File: config.mk
export PLATFORM = sky130hd
export DESIGN_NAME = hmbx_chan
export DESIGN_NICKNAME = d
export VERILOG_FILES = /design/src/rtl/hmbx_pkg.sv /design/src/rtl/hmbx_host_dec.sv /design/src/rtl/hmbx_flags.sv /design/src/rtl/hmbx_slave_regs.sv /design/src/rtl/hmbx_chan.sv
export SDC_FILE = /design/constraint.sdc
export NUM_CORES = 1
export LEC_CHECK = 0
export ABC_AREA = 1
export BUFFER_PORTS_ARGS = -buffer_cell sky130_fd_sc_hd__buf_2
export CORE_ASPECT_RATIO = 0.6
export CORE_UTILIZATION = 47
export DETAILED_ROUTE_END_ITERATION = 6
export PLACE_DENSITY = 0.84
export SLEW_MARGIN = 30
export SYNTH_ARGS = -nofsm -noshare
export SYNTH_HDL_FRONTEND = slang
export SYNTH_HIERARCHICAL = 1
export SYNTH_SLANG_ARGS = --single-unit
File: constraint.sdc
create_clock -name clk -period 1 [get_ports clk]
set_input_delay 0.05 -clock clk [delete_from_list [all_inputs] [get_ports clk]]
set_output_delay 0.05 -clock clk [all_outputs]
set_load 0.005 [all_outputs]
File: src/rtl/hmbx_pkg.sv
package hmbx_pkg;

   // Slave-side register numbers
   typedef enum logic [2:0] {
      SR_IDR = 3'd0,
      SR_ODR = 3'd1,
      SR_STS = 3'd2,
      SR_AUX = 3'd3,
      SR_CTL = 3'd4
   } slv_reg_e;

   // Status byte bit positions (the host decodes these)
   localparam int STS_OBF = 0;
   localparam int STS_IBF = 1;
   localparam int STS_CD  = 3;

   // Host offsets inside the window (address bits 1..0 when bit 2 = 1)
   localparam logic [1:0] HOFS_STS = 2'b00;
   localparam logic [1:0] HOFS_AUX = 2'b10;

endpackage

File: src/rtl/hmbx_host_dec.sv
module hmbx_host_dec #(
   parameter int                ADDR_W   = 16,
   parameter logic [ADDR_W-5:0] CHAN_TAG = 'h006
) (
   input  logic [ADDR_W-1:0] h_addr,
   input  logic              h_wr,
   input  logic              h_rd,
   output logic              wr_idr,
   output logic              cd_bit,
   output logic              rd_odr,
   output logic              rd_sts,
   output logic              rd_aux
);
   import hmbx_pkg::*;

   logic hit;
   logic rd_hit;

   always_comb begin
      hit    = (h_addr[ADDR_W-1:4] == CHAN_TAG) && !h_addr[3];
      rd_hit = hit && h_rd;
      wr_idr = hit && h_wr;
      cd_bit = h_addr[2];
      rd_odr = rd_hit && !h_addr[2];
      rd_sts = rd_hit && h_addr[2] && (h_addr[1:0] == HOFS_STS);
      rd_aux = rd_hit && h_addr[2] && (h_addr[1:0] == HOFS_AUX);
   end

endmodule

File: src/rtl/hmbx_flags.sv
module hmbx_flags (
   input  logic clk,
   input  logic rst_n,
   input  logic host_wr,
   input  logic host_cd,
   input  logic host_rd_odr,
   input  logic slv_rd_idr,
   input  logic slv_wr_odr,
   input  logic slv_wr_sts,
   input  logic slv_obf_bit,
   output logic ibf,
   output logic obf,
   output logic cd
);

   // Set wins over clear on both flags
   always_ff @(posedge clk or negedge rst_n) begin
      if (!rst_n) begin
         ibf <= 1'b0;
         obf <= 1'b0;
         cd  <= 1'b0;
      end else begin
         if (host_wr) begin
            ibf <= 1'b1;
            cd  <= host_cd;
         end else if (slv_rd_idr) begin
            ibf <= 1'b0;
         end

         if (slv_wr_odr)
            obf <= 1'b1;
         else if (host_rd_odr || (slv_wr_sts && !slv_obf_bit))
            obf <= 1'b0;
      end
   end

endmodule

File: src/rtl/hmbx_slave_regs.sv
module hmbx_slave_regs #(
   parameter int DATA_W = 8,
   parameter bit AUX_EN = 1'b1
) (
   input  logic              clk,
   input  logic              rst_n,
   input  logic              host_wr,
   input  logic [DATA_W-1:0] host_wdata,
   input  logic [2:0]        s_addr,
   input  logic              s_wr,
   input  logic              s_rd,
   input  logic [DATA_W-1:0] s_wdata,
   input  logic              ibf,
   input  logic              obf,
   input  logic              cd,
   output logic [DATA_W-1:0] idr,
   output logic [DATA_W-1:0] odr,
   output logic [7:0]        sts,
   output logic [DATA_W-1:0] aux,
   output logic              ien,
   output logic [DATA_W-1:0] s_rdata
);
   import hmbx_pkg::*;

   logic [4:0] gp_q;   // status bits 7..4 and 2

   always_ff @(posedge clk or negedge rst_n) begin
      if (!rst_n) begin
         idr  <= '0;
         odr  <= '0;
         gp_q <= '0;
         ien  <= 1'b0;
      end else begin
         if (host_wr)
            idr <= host_wdata;
         if (s_wr) begin
            case (s_addr)
               SR_ODR:  odr  <= s_wdata;
               SR_STS:  gp_q <= {s_wdata[7:4], s_wdata[2]};
               SR_CTL:  ien  <= s_wdata[0];
               default: ;
            endcase
         end
      end
   end

   generate
      if (AUX_EN) begin : g_aux
         logic [DATA_W-1:0] aux_q;
         always_ff @(posedge clk or negedge rst_n) begin
            if (!rst_n)
               aux_q <= '0;
            else if (s_wr && (s_addr == SR_AUX))
               aux_q <= s_wdata;
         end
         assign aux = aux_q;
      end else begin : g_no_aux
         assign aux = '0;
      end
   endgenerate

   always_comb begin
      sts          = '0;
      sts[7:4]     = gp_q[4:1];
      sts[STS_CD]  = cd;
      sts[2]       = gp_q[0];
      sts[STS_IBF] = ibf;
      sts[STS_OBF] = obf;
   end

   always_comb begin
      s_rdata = '0;
      if (s_rd) begin
         case (s_addr)
            SR_IDR:  s_rdata = idr;
            SR_ODR:  s_rdata = odr;
            SR_STS:  s_rdata[7:0] = sts;
            SR_AUX:  s_rdata = aux;
            SR_CTL:  s_rdata[0] = ien;
            default: s_rdata = '0;
         endcase
      end
   end

endmodule

File: src/rtl/hmbx_chan.sv
module hmbx_chan #(
   parameter int                ADDR_W   = 16,
   parameter int                DATA_W   = 8,
   parameter logic [ADDR_W-5:0] CHAN_TAG = 'h006,
   parameter bit                AUX_EN   = 1'b1
) (
   input  logic              clk,
   input  logic              rst_n,
   input  logic [ADDR_W-1:0] h_addr,
   input  logic              h_wr,
   input  logic              h_rd,
   input  logic [DATA_W-1:0] h_wdata,
   output logic [DATA_W-1:0] h_rdata,
   input  logic [2:0]        s_addr,
   input  logic              s_wr,
   input  logic              s_rd,
   input  logic [DATA_W-1:0] s_wdata,
   output logic [DATA_W-1:0] s_rdata,
   output logic              irq
);
   import hmbx_pkg::*;

   generate
      if (ADDR_W < 5) begin : g_bad_addr
         $error("hmbx_chan: ADDR_W must be at least 5");
      end
      if (DATA_W < 8) begin : g_bad_data
         $error("hmbx_chan: DATA_W must be at least 8");
      end
   endgenerate

   logic              wr_idr, cd_bit, rd_odr, rd_sts, rd_aux;
   logic              ibf, obf, cd, ien;
   logic [DATA_W-1:0] idr, odr, aux;
   logic [7:0]        sts;
   logic              slv_rd_idr, slv_wr_odr, slv_wr_sts;

   assign slv_rd_idr = s_rd && (s_addr == SR_IDR);
   assign slv_wr_odr = s_wr && (s_addr == SR_ODR);
   assign slv_wr_sts = s_wr && (s_addr == SR_STS);

   hmbx_host_dec #(.ADDR_W(ADDR_W), .CHAN_TAG(CHAN_TAG)) u_dec (
      .h_addr (h_addr),
      .h_wr   (h_wr),
      .h_rd   (h_rd),
      .wr_idr (wr_idr),
      .cd_bit (cd_bit),
      .rd_odr (rd_odr),
      .rd_sts (rd_sts),
      .rd_aux (rd_aux)
   );

   hmbx_flags u_flags (
      .clk         (clk),
      .rst_n       (rst_n),
      .host_wr     (wr_idr),
      .host_cd     (cd_bit),
      .host_rd_odr (rd_odr),
      .slv_rd_idr  (slv_rd_idr),
      .slv_wr_odr  (slv_wr_odr),
      .slv_wr_sts  (slv_wr_sts),
      .slv_obf_bit (s_wdata[STS_OBF]),
      .ibf         (ibf),
      .obf         (obf),
      .cd          (cd)
   );

   hmbx_slave_regs #(.DATA_W(DATA_W), .AUX_EN(AUX_EN)) u_regs (
      .clk        (clk),
      .rst_n      (rst_n),
      .host_wr    (wr_idr),
      .host_wdata (h_wdata),
      .s_addr     (s_addr),
      .s_wr       (s_wr),
      .s_rd       (s_rd),
      .s_wdata    (s_wdata),
      .ibf        (ibf),
      .obf        (obf),
      .cd         (cd),
      .idr        (idr),
      .odr        (odr),
      .sts        (sts),
      .aux        (aux),
      .ien        (ien),
      .s_rdata    (s_rdata)
   );

   always_comb begin
      h_rdata = '0;
      if (rd_odr)
         h_rdata = odr;
      else if (rd_sts)
         h_rdata[7:0] = sts;
      else if (rd_aux)
         h_rdata = aux;
   end

   assign irq = ibf && ien;

endmodule

* Yosys cells after proc, flatten, opt, wreduce, memory -nomap -nowiden
Index checks and enable logic that the tools add are counted.
Word-level totals: flip-flop bits (word level) 33, word-level logic and storage cells 48
Operators by class: muxes and demuxes 10, reductions and logical operators 24, equal/unequal tests 6
Operators with widths (count):
- 8-bit two-way mux | 4
- 7-bit case mux with 4 select lines | 1
- 1-bit logical AND | 13
- 12-bit by 3-bit equality test with 1-bit output, second input constant | 1
- 3-bit by 2-bit equality test with 1-bit output, second input constant | 2
- 2-bit AND reduction | 3
- 1-bit case mux with 5 select lines | 1
- 1-bit two-way mux | 4
- 2-bit nonzero test | 2
- 3-bit by 1-bit equality test with 1-bit output, second input constant | 1
- 3-bit equality test, second input constant | 1
- 1-bit logical NOT | 3
- 3-bit logical NOT | 1
- 2-bit equality test, second input constant | 1
- 2-bit logical NOT | 1
- 1-bit logical OR | 1

* Longest topological paths before layout
Gate-level depths: netlist (run 1).
depth in word-level cells 8, depth in mapped cells 11, depth with buffers taken out 9

* By module
Netlist (run 1), hierarchy kept.
Modules (own cells, without submodules):
- hmbx_slave_regs | instances 1, cells an instance 178, area an instance 1536.5 um^2
- hmbx_chan | instances 1, cells an instance 71, area an instance 295.3 um^2
- hmbx_flags | instances 1, cells an instance 15, area an instance 127.6 um^2
- hmbx_host_dec | instances 1, cells an instance 22, area an instance 101.3 um^2

* Least setup slack after synthesis (run 1)
Ideal clock, no wire load.
kind in2reg, start point in h_addr[3], end point reg u_regs.idr[0], cell stages on the path 6, data required time 0.875 ns, arrival 1.143 ns, library setup time 0.125 ns, setup slack -0.268 ns, cells stage by stage nor2_1 nand2_1 nor2_2 and3_2 clkbuf_1 mux2_2
On the way: longest elaborated chain between the ends 3
RTL lines:
- start: declaration | line hmbx_chan.sv:9 | input logic [ADDR_W-1:0] h_addr,
- 1-bit logical NOT | line hmbx_host_dec.sv:20 | hit = (h_addr[ADDR_W-1:4] == CHAN_TAG) && !h_addr[3];
- 1-bit logical AND | line hmbx_host_dec.sv:20
- 1-bit logical AND | line hmbx_host_dec.sv:22 | wr_idr = hit && h_wr;
- net wr_idr | line hmbx_chan.sv:32 | logic wr_idr, cd_bit, rd_odr, rd_sts, rd_aux;
- end signal: assignment | line hmbx_slave_regs.sv:35 | idr <= host_wdata;
- end: declaration | line hmbx_slave_regs.sv:16 | output logic [DATA_W-1:0] idr,
The timed path passes the listed nets, and every way through them passes these cells. A chain may end at the register's enable or synchronous reset.

* Worst setup path in the final report (run 1)
start point in h_addr[15], end point out h_rdata[7]
On the way: longest elaborated chain between the ends 8
RTL lines:
- 12-bit by 3-bit equality test with 1-bit output | line hmbx_host_dec.sv:20
- 1-bit logical AND | line hmbx_host_dec.sv:20
- 1-bit logical AND | line hmbx_host_dec.sv:21 | rd_hit = hit && h_rd;
- 1-bit logical AND (2 in series) | line hmbx_host_dec.sv:26 | rd_aux = rd_hit && h_addr[2] && (h_addr[1:0] == HOFS_AUX);
- net rd_aux | line hmbx_chan.sv:32
- 8-bit two-way mux | line hmbx_chan.sv:94 | else if (rd_aux)
- 8-bit two-way mux | line hmbx_chan.sv:92 | else if (rd_sts)
- 8-bit two-way mux | line hmbx_chan.sv:90 | if (rd_odr)
- end: declaration | line hmbx_chan.sv:13 | output logic [DATA_W-1:0] h_rdata,
The timed path passes the listed nets, and every way through them passes these cells.

==> results by stage, run 1 <==
Status:
- The flow ran to the end, but the final reports show violations.
- The checks that failed: setup timing.

STA:
- The count of endpoints failing setup in the final report is 17.
- The worst setup margin is -0.397 ns.
- At the pin with the least slew margin, the transition time is 0.295 ns.
- Based on the critical path, the design can be clocked at up to 0.716 GHz.
- The relative slew slack is 80.3%.
- The count of pins over their slew limit is 0.
- In the finished design, the share of the clock period the worst path needs comes to 140%.
- Setup repair after global routing could not meet its margin everywhere.
- The setup skew after layout is 0 ns.
- The minimum clock period is 1.40 ns.
- The tightest hold path in the finished design has a slack of 0.00248 ns.
- The number of hold-slack violations in the final timing report is 0.

Route:
- Once detail routing completed, the nets flagged for antenna violations numbered 0.
- The total length of routed wires is 6160 µm.
- The detailed-route wire length per cell is 14.1 µm.
- The post-route DRC violation count is 0.
- The DRC violation total after the first TritonRoute iteration is 133.
- The detailed-route vias per instance is 5.15.
- The total via count after detailed routing is 2257.
- The first detailed-routing pass ran for 5 iterations.

Logic synthesis:
- After synthesis the netlist holds a flip-flop and latch count of 33.
- The library cell occupying the most area in the post-synthesis netlist is sky130_fd_sc_hd__dfrtp_1.
- The synthesized design devotes to its leading area cell type 40.1% of total area.
- The most common cell in the synthesized netlist is sky130_fd_sc_hd__nand2_1.
- Ranked by total cell area, the synthesized netlist is headed by sky130_fd_sc_hd__dfrtp_1 (40%), sky130_fd_sc_hd__nand2_1 (16%), sky130_fd_sc_hd__nor2_1 (11%).
- The commonest register cell after synthesis is sky130_fd_sc_hd__dfrtp_1.
- The combined area of all synthesized cells is 2060 µm².
- The post-synthesis net count is 327.
- The synthesized netlist cell count is 286.
- Summing the sequential cell areas from Yosys gives 40.1% of the chip area.
- The synthesized design contains 0 enable-type register cells.
- Counting instances in the post-synthesis netlist gives the leading cell types as sky130_fd_sc_hd__nand2_1 (88), sky130_fd_sc_hd__nor2_1 (58), sky130_fd_sc_hd__dfrtp_1 (33).
- The number of different library cells used by synthesis comes to 26.
- The synthesized area per cell is 7.21 µm².
- Of all flip-flops after synthesis, the portion carrying an async set or reset was 100%.
- During synthesis, Yosys emitted a total of 6 warnings.

Worst setup path:
- Along the worst path, the maximum fanout reaches 8.
- The number of buffers and inverters on the critical path is 3.
- The kind of start point of the critical path is an input pin.
- The reg-to-reg critical path endpoint is u_flags/ibf.
- The critical path crosses 12 cells after its start point.
- The critical path is of the in -> out type.
- Following the worst setup path forward leads to its endpoint at h_rdata[7].
- The biggest cell delay along the critical path is 0.19 ns.
- The cell that appears most often on the critical path is sky130_fd_sc_hd__nor2_1.
- STA classifies the critical path endpoint as an output port.
- Across all register-to-register paths, the minimum setup slack is 0.09 ns.
- Data arrives at the worst endpoint at 1.35 ns.
- The slowest stage of the critical path is the sky130_fd_sc_hd__buf_4 cell.
- The kind of cell with the highest combined delay on the critical path is simple AND/OR/NAND/NOR gates.
- Walking the worst path, the cells encountered are buf_6 > nor2_4 > nand2_2 > nor2_4 > nand4_1 > nor2_1 > buf_4 > nand2_2 > nor2_2 > nor2_1 > nor2_1 > buf_2.
- The reg-to-reg startpoint is u_flags/ibf.
- The worst endpoint required time is 0.95 ns.
- The count of cells along the worst register-to-register path is 4.
- The most critical setup path has its startpoint at h_addr[15].

Global route:
- The number of antenna violations at the first check in global routing was 0.
- The first global-routing pass estimated 8910 µm of wire.
- The number of global-route vias before repair is 1932.
- Entering global routing, the biggest net connects 34 pins.
- The remaining global-route overflow is 0.
- In the global route stage, overall resource usage came out at 25.9%.

Pwr:
- The worst-case IR drop observed on VDD is 0.000808 V.
- Dividing total power by cell area gives a power density of 1210 nW/µm².
- The leakage power of the design is 1.63 nW.

Clock tree:
- The clock latency reported for the late side of the worst-skew pair is 0.28 ns.
- TritonCTS built the clock tree.
- The clock tree root driver cell is sky130_fd_sc_hd__clkbuf_8.
- The maximum number of buffers from clock root to sink is 2.
- The number of buffers created by CTS is 5.
- The clock slew seen by the registers of the worst setup and hold paths is 0.06 ns.
- The H-tree depth reported by CTS is 2.
- The clock drives 33 sinks.

Floorplanning:
- The overall die width is 87.5 µm.
- The floorplan step set the die height to 53.3 µm.
- The die covers 4660 µm².
- The I/O pin count is 58.
- The initial standard-cell utilization of the core is 49.5%.
- The core footprint is 4170 µm².
- After floorplanning, the core was divided into 18 placement rows.

Min path:
- The worst hold path class is in -> reg.
- The worst hold path passes through 2 cells.

Placed design:
- Including well taps, the total number of placed cells is 412.
- The final weighted congestion in routability-driven placement is 0.868.
- Buffers placed on the I/O ports in this run total 57.
- The worst slack after detailed placement is -0.307 ns.
- The wire-length estimate of the detail-placed layout is 4150 µm.

Run:
- The tool flagged a number of max-cap violations equal to 0.

Final layout:
- At the end of the flow, the number of nets in the layout was 418.
- The count of inserted antenna diode cells is 0.
- The post-layout instance count excluding filler cells is 438.
- The post-synthesis to final-layout area growth is 42.8%.
- The final-layout fill cell count is 317.
- In the final layout, the share of cells above drive strength 1 is 41.0%.
## layer usage
metal  track usage, %  share of wire (%)
met4             4.64               0.75
met2             40.9                 44
met5                0                  0
met1             36.2                 45
met3             6.55                 10
## metrics by stage
step | TNS, ns | utilization (%) | power, mW | cell area (µm²)
detailed placement | -5.63 | 61.8 | 2.27 | 2580
floorplan | -0.724 | - | 1.98 | 2130
global placement | -5.21 | 61.8 | 2.24 | 2580
global route | -5.50 | 70.6 | 3.71 | 2940
finish | -4.20 | 70.6 | 3.55 | 2940
CTS | -3.50 | 67.0 | 3.43 | 2790
## cells in the final DEF, fill, tap and decap left out, types with 8 or more instances in the layout
master                    synthesis  final
sky130_fd_sc_hd__nand2_1         88     79
sky130_fd_sc_hd__buf_2            3     50
sky130_fd_sc_hd__nor2_1          58     47
sky130_fd_sc_hd__dfrtp_1         33     33
sky130_fd_sc_hd__buf_4            7     32
sky130_fd_sc_hd__inv_1           21     19
sky130_fd_sc_hd__o21ai_0         15     15
sky130_fd_sc_hd__nand3_1         13     12
sky130_fd_sc_hd__nand4_1         10     10
sky130_fd_sc_hd__nand2_2          0      9
sky130_fd_sc_hd__nor2_2           4      9
sky130_fd_sc_hd__buf_6            2      8
sky130_fd_sc_hd__o21ai_2          8      8
sky130_fd_sc_hd__mux2_4           0      8
## timing repair
item / in CTS / in global routing
pin swaps: 33 / 17
hold buffers: 4 / 1
gates cloned: 0 / 1
endpoints found under the setup margin: 21 / 27
buffers inserted: 5 / 8
gates resized for setup: 9 / 24
hold endpoints to repair: 36 / 1
## worst reg2reg max path, cell delays in order, from the launching register on
cell,delay (ns)
sky130_fd_sc_hd__dfrtp_1,0.43
sky130_fd_sc_hd__buf_6,0.14
sky130_fd_sc_hd__buf_4,0.12
sky130_fd_sc_hd__inv_1,0.04
sky130_fd_sc_hd__o21bai_1,0.06
## layout make-up
cell class | count | area (µm²) | area share (%)
Tap cell | 60 | 75.1 | 2.55
Timing Repair Buffer | 98 | 691 | 23.5
Inverter | 23 | 88.8 | 3.02
Clock buffer | 7 | 96.3 | 3.27
Multi-Input combinational cell | 216 | 1160 | 39.5
Clock inverter | 1 | 5.00 | 0.170
Sequential cell | 33 | 826 | 28.1
## how the worst min path moves through the flow
| stage | endpoint | from | slack (ns) |
|---|---|---|---|
| after detailed placement | u_regs/idr[0] | rst_n | 0.03 |
| after global placement | u_regs/idr[0] | rst_n | 0.02 |
| after global routing | u_regs/idr[2] | h_wdata[2] | 0.004 |
| final | u_regs/idr[6] | h_wdata[6] | 0.002 |
| after floorplan | u_flags/cd | rst_n | -0.25 |
| after CTS | u_regs/idr[3] | h_wdata[3] | 0.002 |
## power breakdown
group          switching, mW  internal, mW
clock network          0.515         0.623
logic                  0.363         0.368
registers              0.167          1.51
## registers in the layout (all words and copies together), names as in the netlist
register     flops
u_flags/cd       1
u_flags/ibf      1
u_flags/obf      1
u_regs/aux       8
u_regs/gp_q      5
u_regs/idr       8
u_regs/ien       1
u_regs/odr       8
## kinds of logic after synthesis
group | after synthesis | synth area share, %
and+or+nand+nor | 183 | 38.4
AOI/OAI and AO/OA | 24 | 7.41
muxes | 8 | 4.37
DFF | 33 | 40.1
buffers and inverters | 38 | 9.71
(Power assumes the default switching activity.)
==> run 2: changes to the inputs <==
- CELL_PAD_IN_SITES_DETAIL_PLACEMENT: default -> 0
- CELL_PAD_IN_SITES_GLOBAL_PLACEMENT: default -> 1
- CORE_MARGIN: default -> 3
- CORE_UTILIZATION: 47 -> 33
- SETUP_SLACK_MARGIN: default -> 0.15
==> run 2 against run 1 <==
Net effect: the flow still finishes with violations (setup timing); first-iteration DRC count fell by 6.8%; sequential share of layout area fell by 0.45 points; combinational power barely moved; final cell count rose by 4.1%; worst hold slack improved by 0.0072 ns; routed wire length rose by 5.0%; global-route usage fell by 7.7 points; non-clock buffer count fell by 2; clock-buffer cell count fell by 1; critical path type unchanged; critical endpoint is now h_rdata[2]; largest cell class unchanged; largest power group unchanged.
==> results by stage, run 2 (synthesis results as in run 1) <==
Status:
- Run status: finished, violations left (unchanged).
- Failing checks: setup timing (unchanged).

STA:
- The final-layout setup total negative slack is -4.28 ns (was -4.20 ns).
- The count of endpoints failing setup in the final report is 22 (was 17).
- The minimum clock period came to 1.36 ns (was 1.40 ns).
- The relative slew slack is 77.9% (was 80.3%).
- The portion of the clock cycle consumed by the worst path in the final layout is 136% (was 140%).
- The count of pins over their slew limit is 0 (unchanged).
- RSZ-0062 raised after global routing: true (unchanged).
- The peak clock frequency supported by timing is 0.733 GHz (was 0.716 GHz).
- The setup skew after layout came to 0 ns (unchanged).
- The number of hold-slack violations in the final timing report came to 0 (unchanged).
- The worst setup margin is -0.363 ns (was -0.397 ns).
- The worst slack on hold paths is 0.00969 ns (was 0.00248 ns).
- The worst-margin pin slew is 0.331 ns (was 0.295 ns).

Route:
- The detailed-route vias per instance is 4.64 (was 5.15).
- The post-route antenna net violation count is 0 (unchanged).
- The total via count after detailed routing is 2116 (was 2257).
- The detailed-route wire length per cell is 14.2 µm (was 14.1 µm).
- The post-route DRC violation count was 0 (unchanged).
- The DRC violation total after the first TritonRoute iteration was 124 (was 133).
- The total length of routed wires was 6460 µm (was 6160 µm).
- The number of detailed-routing iterations run before antenna repair came to 5 (unchanged).

Floorplanning:
- The core footprint is 5810 µm² (was 4170 µm²).
- The overall die width is 108 µm (was 87.5 µm).
- The vertical die dimension is 67.2 µm (was 53.3 µm).
- The initial standard-cell utilization of the core is 35.5% (was 49.5%).
- The die footprint is 7260 µm² (was 4660 µm²).
- The number of rows in the core area came to 21 (was 18).
- The I/O pin count is 58 (unchanged).

Final layout:
- Highest-count cells in the layout ignoring fill and taps: sky130_fd_sc_hd__nand2_1 (76), sky130_fd_sc_hd__buf_2 (49), sky130_fd_sc_hd__nor2_1 (47) (was sky130_fd_sc_hd__nand2_1 (79), sky130_fd_sc_hd__buf_2 (50), sky130_fd_sc_hd__nor2_1 (47)).
- The number of nets in the layout was 416 (was 418).
- The post-layout instance count excluding filler cells is 456 (was 438).
- The final-layout fill cell count is 574 (was 317).
- The fraction of final layout cells with drive strength greater than 1 was 41.0% (about the same).
- The post-synthesis to final-layout area growth is 45.4% (was 42.8%).
- The count of inserted antenna diode cells came to 0 (unchanged).
- The most frequent standard cell in the layout excluding fill and tap cells is sky130_fd_sc_hd__nand2_1 (unchanged).

Placed design:
- The detailed placer's ending HPWL is 4600 µm (was 4150 µm).
- The post-placement cell count is 432 (was 412).
- The total of buffers placed on input and output ports is 57 (unchanged).
- The final weighted congestion in routability-driven placement came to 0.805 (was 0.868).

Min path:
- The worst hold path class is in -> reg (unchanged).

Worst setup path:
- The worst endpoint required time was 0.95 ns (about the same).
- The slowest stage cell on the critical path was sky130_fd_sc_hd__buf_4 (unchanged).
- The kind of start point of the critical path was an input pin (unchanged).
- The most frequent cell on the critical path is sky130_fd_sc_hd__nor2_2 (was sky130_fd_sc_hd__nor2_1).
- The biggest cell delay along the critical path is 0.15 ns (was 0.19 ns).
- The endpoint class of the critical path is an output port (unchanged).
- The highest fanout seen on the critical path was 16 (was 8).
- The kind of critical path is in -> out (unchanged).
- Ordered list of cells on the worst path: buf_6 > nor2_2 > nand2_1 > nor2_2 > buf_4 > nand3_1 > nor2_2 > inv_2 > nand2_1 > nor2_1 > nor2_1 > buf_2 (was buf_6 > nor2_4 > nand2_2 > nor2_4 > nand4_1 > nor2_1 > buf_4 > nand2_2 > nor2_2 > nor2_1 > nor2_1 > buf_2).
- The data arrival time at the worst-slack endpoint is 1.31 ns (was 1.35 ns).

Clock tree:
- The H-tree depth reported by CTS came to 2 (unchanged).
- The clock latency reported for the late side of the worst-skew pair was 0.28 ns (about the same).
- The CTS tree is done (unchanged).
- The maximum number of buffers from clock root to sink is 2 (unchanged).
- The clock sink count is 33 (unchanged).
- The clock tree root driver cell is sky130_fd_sc_hd__clkbuf_8 (unchanged).
- The clock slew seen by the registers of the worst setup and hold paths came to 0.07 ns (was 0.06 ns).
- The number of buffers created by CTS was 5 (unchanged).

Pwr:
- The worst supply voltage drop on vdd is 0.000569 V (was 0.000808 V).
- The total power draw is 3.39 mW (was 3.55 mW).
- The leakage power of the design is 1.62 nW (was 1.63 nW).
- The power density over cell area is 1130 nW/µm² (was 1210 nW/µm²).

Run:
- The number of max-cap violations came to 0 (unchanged).

Global route:
- The first-pass GRT wire length is 10100 µm (was 8910 µm).
- The number of global-route vias before repair is 1981 (was 1932).
- The remaining global-route overflow is 0 (unchanged).
- The number of antenna violations at the first check in global routing came to 0 (unchanged).
- The overall global routing resource usage is 18.2% (was 25.9%).
- The largest net degree at the start of global routing came to 22 (was 34).
-- run 2: changes by cell type in the layout (fill, tap and decap cells not counted), sizes merged --
cell / delta
clkbuf: -1
clkinv: +1
buf: -3
dlygate4sd3: +1
-- run 2: metrics by stage --
step                      utilization, %  cell area (µm²)  worst slack [ns]
after floorplan                        -             2130           -0.0799
after global placement              45.2             2630            -0.285
after detailed placement            45.2             2630            -0.336
after CTS                           48.6             2820            -0.312
after global routing                51.6             3000            -0.501
final                               51.6             3000            -0.363
-- run 2: routing by layer --
metal / share of wire [%] / global-route usage [%]
met3: 7.8 / 6.02
met5: 0 / 0
met4: 0.96 / 3.78
met1: 51 / 26.1
met2: 40 / 26.9
-- run 2: cell type report --
| cell class | count | area [µm²] | share of cell area (%) |
|---|---|---|---|
| multi-input cells | 216 | 1180 | 39.3 |
| flip-flops and latches | 33 | 827 | 27.6 |
| well taps | 80 | 100 | 3.34 |
| inverters | 23 | 88.8 | 2.97 |
| repair buffers | 96 | 721 | 24.1 |
| clock inverters | 2 | 10.0 | 0.334 |
| clock buffers | 6 | 72.6 | 2.42 |
-- run 2: repair_timing --
action | CTS | global route
setup buffers | 4 | 5
pin swaps | 32 | 24
hold endpoints to repair | 33 | 5
resized for setup | 20 | 23
gates cloned | 0 | 1
endpoints found under the setup margin | 26 | 36
hold buffers | 1 | 5
-- run 2: critical path: cells and delay by family --
kind	cells	cell delay, ns
AND/OR/NAND/NOR	8	0.74
buffers and inverters	4	0.50
-- run 2: path summary, 6_finish.rpt --
check,depth (start not counted),endpoint,startpoint,slack (ns)
max,12,h_rdata[2],h_addr[10],-0.36
max reg2reg,4,u_flags/ibf,u_flags/ibf,0.12
min reg2reg,2,u_regs/odr[6],u_regs/odr[6],0.52
min,2,u_regs/idr[5],h_wdata[5],0.01
max in group asynchronous,3,u_flags/ibf,rst_n,0.37
min in group asynchronous,2,u_regs/idr[0],rst_n,0.19
-- run 2: where the power goes --
part	switching, mW	total (mW)	leakage [nW]	internal [mW]
Clock	0.495	0.978	0.0450	0.483
Sequential	0.167	1.68	0.420	1.51
Combinational	0.364	0.729	1.16	0.365
==> run 3: changes to the inputs <==
- SETUP_SLACK_MARGIN: 0.15 -> default
==> run 3 against run 2 <==
Net effect: the flow still finishes with violations (setup timing); utilization down 1.2 points; flip-flop and latch count is the same; combinational power shrank 3.8%; via count decreased by 0.90%; clock power about the same; final area shrank 2.4%; critical path depth unchanged; sequential share of layout area increased by 0.63 points; final cell count increased by 0.22%; critical endpoint is now h_rdata[7]; highest routed layer unchanged.
==> results by stage, run 3 (synthesis results as in run 1) <==
Worst setup path:
- The data arrival time at the worst-slack endpoint is 1.33 ns (was 1.31 ns).
- The kind of critical path is in -> out (unchanged).
- The kind of start point of the critical path is an input pin (unchanged).
- The register-to-register path setup slack is 0.09 ns (was 0.12 ns).
- The highest fanout seen on the critical path was 16 (unchanged).
- The worst endpoint required time was 0.95 ns (about the same).
- The endpoint class of the critical path is an output port (unchanged).

Pwr:
- The total power draw came to 3.37 mW (was 3.39 mW).
- The worst supply voltage drop on vdd is 0.000502 V (was 0.000569 V).
- The power density over cell area was 1150 nW/µm² (was 1130 nW/µm²).
- The leakage power of the design is 1.62 nW (about the same).

Route:
- The number of detailed-routing iterations run before antenna repair is 4 (was 5).
- The detailed-route wire length per cell is 13.5 µm (was 14.2 µm).
- The post-route DRC violation count was 0 (unchanged).
- The DRC violation total after the first TritonRoute iteration is 106 (was 124).
- The post-route antenna net violation count is 0 (unchanged).
- The total length of routed wires was 6160 µm (was 6460 µm).
- The detailed-route vias per instance was 4.59 (was 4.64).
- The total via count after detailed routing was 2097 (was 2116).

Min path:
- The worst hold path class is in -> reg (unchanged).

Clock tree:
- The number of buffers created by CTS is 5 (unchanged).
- The CTS tree was done (unchanged).
- The clock sink count is 33 (unchanged).
- The H-tree depth reported by CTS is 2 (unchanged).
- The clock latency reported for the late side of the worst-skew pair is 0.30 ns (was 0.28 ns).
- The clock slew seen by the registers of the worst setup and hold paths came to 0.07 ns (about the same).
- The maximum number of buffers from clock root to sink is 2 (unchanged).
- The clock tree root driver cell is sky130_fd_sc_hd__clkbuf_8 (unchanged).

STA:
- The setup skew after layout is 0 ns (unchanged).
- The number of hold-slack violations in the final timing report came to 0 (unchanged).
- The worst-margin pin slew came to 0.337 ns (was 0.331 ns).
- The minimum clock period is 1.38 ns (was 1.36 ns).
- The worst setup margin was -0.377 ns (was -0.363 ns).
- The peak clock frequency supported by timing is 0.726 GHz (was 0.733 GHz).
- The portion of the clock cycle consumed by the worst path in the final layout was 138% (was 136%).
- The worst slack on hold paths came to 0.0192 ns (was 0.00969 ns).
- The count of endpoints failing setup in the final report was 17 (was 22).
- The relative slew slack is 77.5% (was 77.9%).
- The count of pins over their slew limit is 0 (unchanged).
- RSZ-0062 raised after global routing: true (unchanged).

Placed design:
- The detailed placer's ending HPWL is 4450 µm (was 4600 µm).
- The final weighted congestion in routability-driven placement is 0.794 (was 0.805).
- The worst slack after detailed placement was -0.378 ns (was -0.336 ns).
- The post-placement cell count was 432 (unchanged).
- The total of buffers placed on input and output ports is 57 (unchanged).

Global route:
- The first-pass GRT wire length is 9810 µm (was 10100 µm).
- The number of antenna violations at the first check in global routing is 0 (unchanged).
- The number of global-route vias before repair is 2019 (was 1981).
- The largest net degree at the start of global routing came to 34 (was 22).
- The overall global routing resource usage came to 17.8% (was 18.2%).
- The remaining global-route overflow is 0 (unchanged).

Floorplanning:
- The vertical die dimension was 67.2 µm (unchanged).
- The number of rows in the core area is 21 (unchanged).
- The core footprint is 5810 µm² (unchanged).
- The I/O pin count was 58 (unchanged).
- The die footprint is 7260 µm² (unchanged).
- The initial standard-cell utilization of the core is 35.5% (unchanged).
- The overall die width is 108 µm (unchanged).

Run:
- The number of max-cap violations is 0 (unchanged).

Final layout:
- The final design utilization is 50.4% (was 51.6%).
- The fraction of final layout cells with drive strength greater than 1 is 38.7% (was 41.0%).
- The number of nets in the layout is 417 (was 416).
- The count of inserted antenna diode cells was 0 (unchanged).
- The most frequent standard cell in the layout excluding fill and tap cells was sky130_fd_sc_hd__nand2_1 (unchanged).
- The post-synthesis to final-layout area growth is 41.9% (was 45.4%).
- The post-layout instance count excluding filler cells came to 457 (was 456).
- Highest-count cells in the layout ignoring fill and taps: sky130_fd_sc_hd__nand2_1 (77), sky130_fd_sc_hd__buf_2 (50), sky130_fd_sc_hd__nor2_1 (49) (was sky130_fd_sc_hd__nand2_1 (76), sky130_fd_sc_hd__buf_2 (49), sky130_fd_sc_hd__nor2_1 (47)).

Status:
- Run status: finished, violations left (unchanged).
- Failing checks: setup timing (unchanged).
[run 3: routing by layer]
metal | routed length, µm | vias to the layer above | track usage (%)
met4 | 131 | 0 | 7.24
met2 | 2540 | 58 | 25.8
li1 | - | 1083 | -
met5 | 0 | - | 0
met3 | 382 | 14 | 5.06
met1 | 3100 | 942 | 25.1
[run 3: timing repair]
action | CTS | global route
hold buffers | 9 | 0
endpoints found under the setup margin | 21 | 25
gates resized for setup | 11 | 18
pin swaps | 26 | 22
endpoints found under the hold margin | 41 | 0
setup buffers | 3 | 6
[run 3: report_power, final]
part	switching [mW]	total, mW	internal (mW)
clock network	0.523	1.01	0.482
logic	0.348	0.701	0.353
registers	0.156	1.67	1.51
total	1.03	3.37	2.35
[run 3: final timing paths]
| kind | cells after the start | end | start |
|---|---|---|---|
| max | 12 | h_rdata[7] | h_addr[12] |
| min | 3 | u_regs/odr[1] | s_wdata[1] |
| max reg2reg | 2 | u_regs/idr[2] | u_regs/idr[2] |
| min reg2reg | 1 | u_regs/idr[1] | u_regs/idr[1] |
| max in group asynchronous | 3 | u_regs/gp_q[1] | rst_n |
| min in group asynchronous | 3 | u_regs/idr[0] | rst_n |
[run 3: stage by stage]
step                instance area, µm²  setup TNS, ns
finish                            2920          -4.18
CTS                               2830          -4.20
global placement                  2590          -5.66
global route                      2920          -5.55
detailed placement                2590          -6.80
floorplan                         2130         -0.724
[run 3: final cells by class]
type	count	area, µm²
clock buffers	6	72.6
clock inverters	2	10.0
fillers	554	2880
inverters	23	88.8
multi-input cells	215	1140
flip-flops and latches	33	826
well taps	80	100
repair buffers	98	688
[run 3: worst max-delay path, stage by stage]
cell	delay (ns)
sky130_fd_sc_hd__buf_2	0.11
sky130_fd_sc_hd__nor2_4	0.08
sky130_fd_sc_hd__nand2_2	0.07
sky130_fd_sc_hd__nor2_4	0.11
sky130_fd_sc_hd__buf_4	0.11
sky130_fd_sc_hd__nand3_1	0.10
sky130_fd_sc_hd__nor2_2	0.18
sky130_fd_sc_hd__inv_4	0.12
sky130_fd_sc_hd__nand2_1	0.08
sky130_fd_sc_hd__nor2_1	0.04
sky130_fd_sc_hd__nor2_1	0.12
sky130_fd_sc_hd__buf_2	0.14
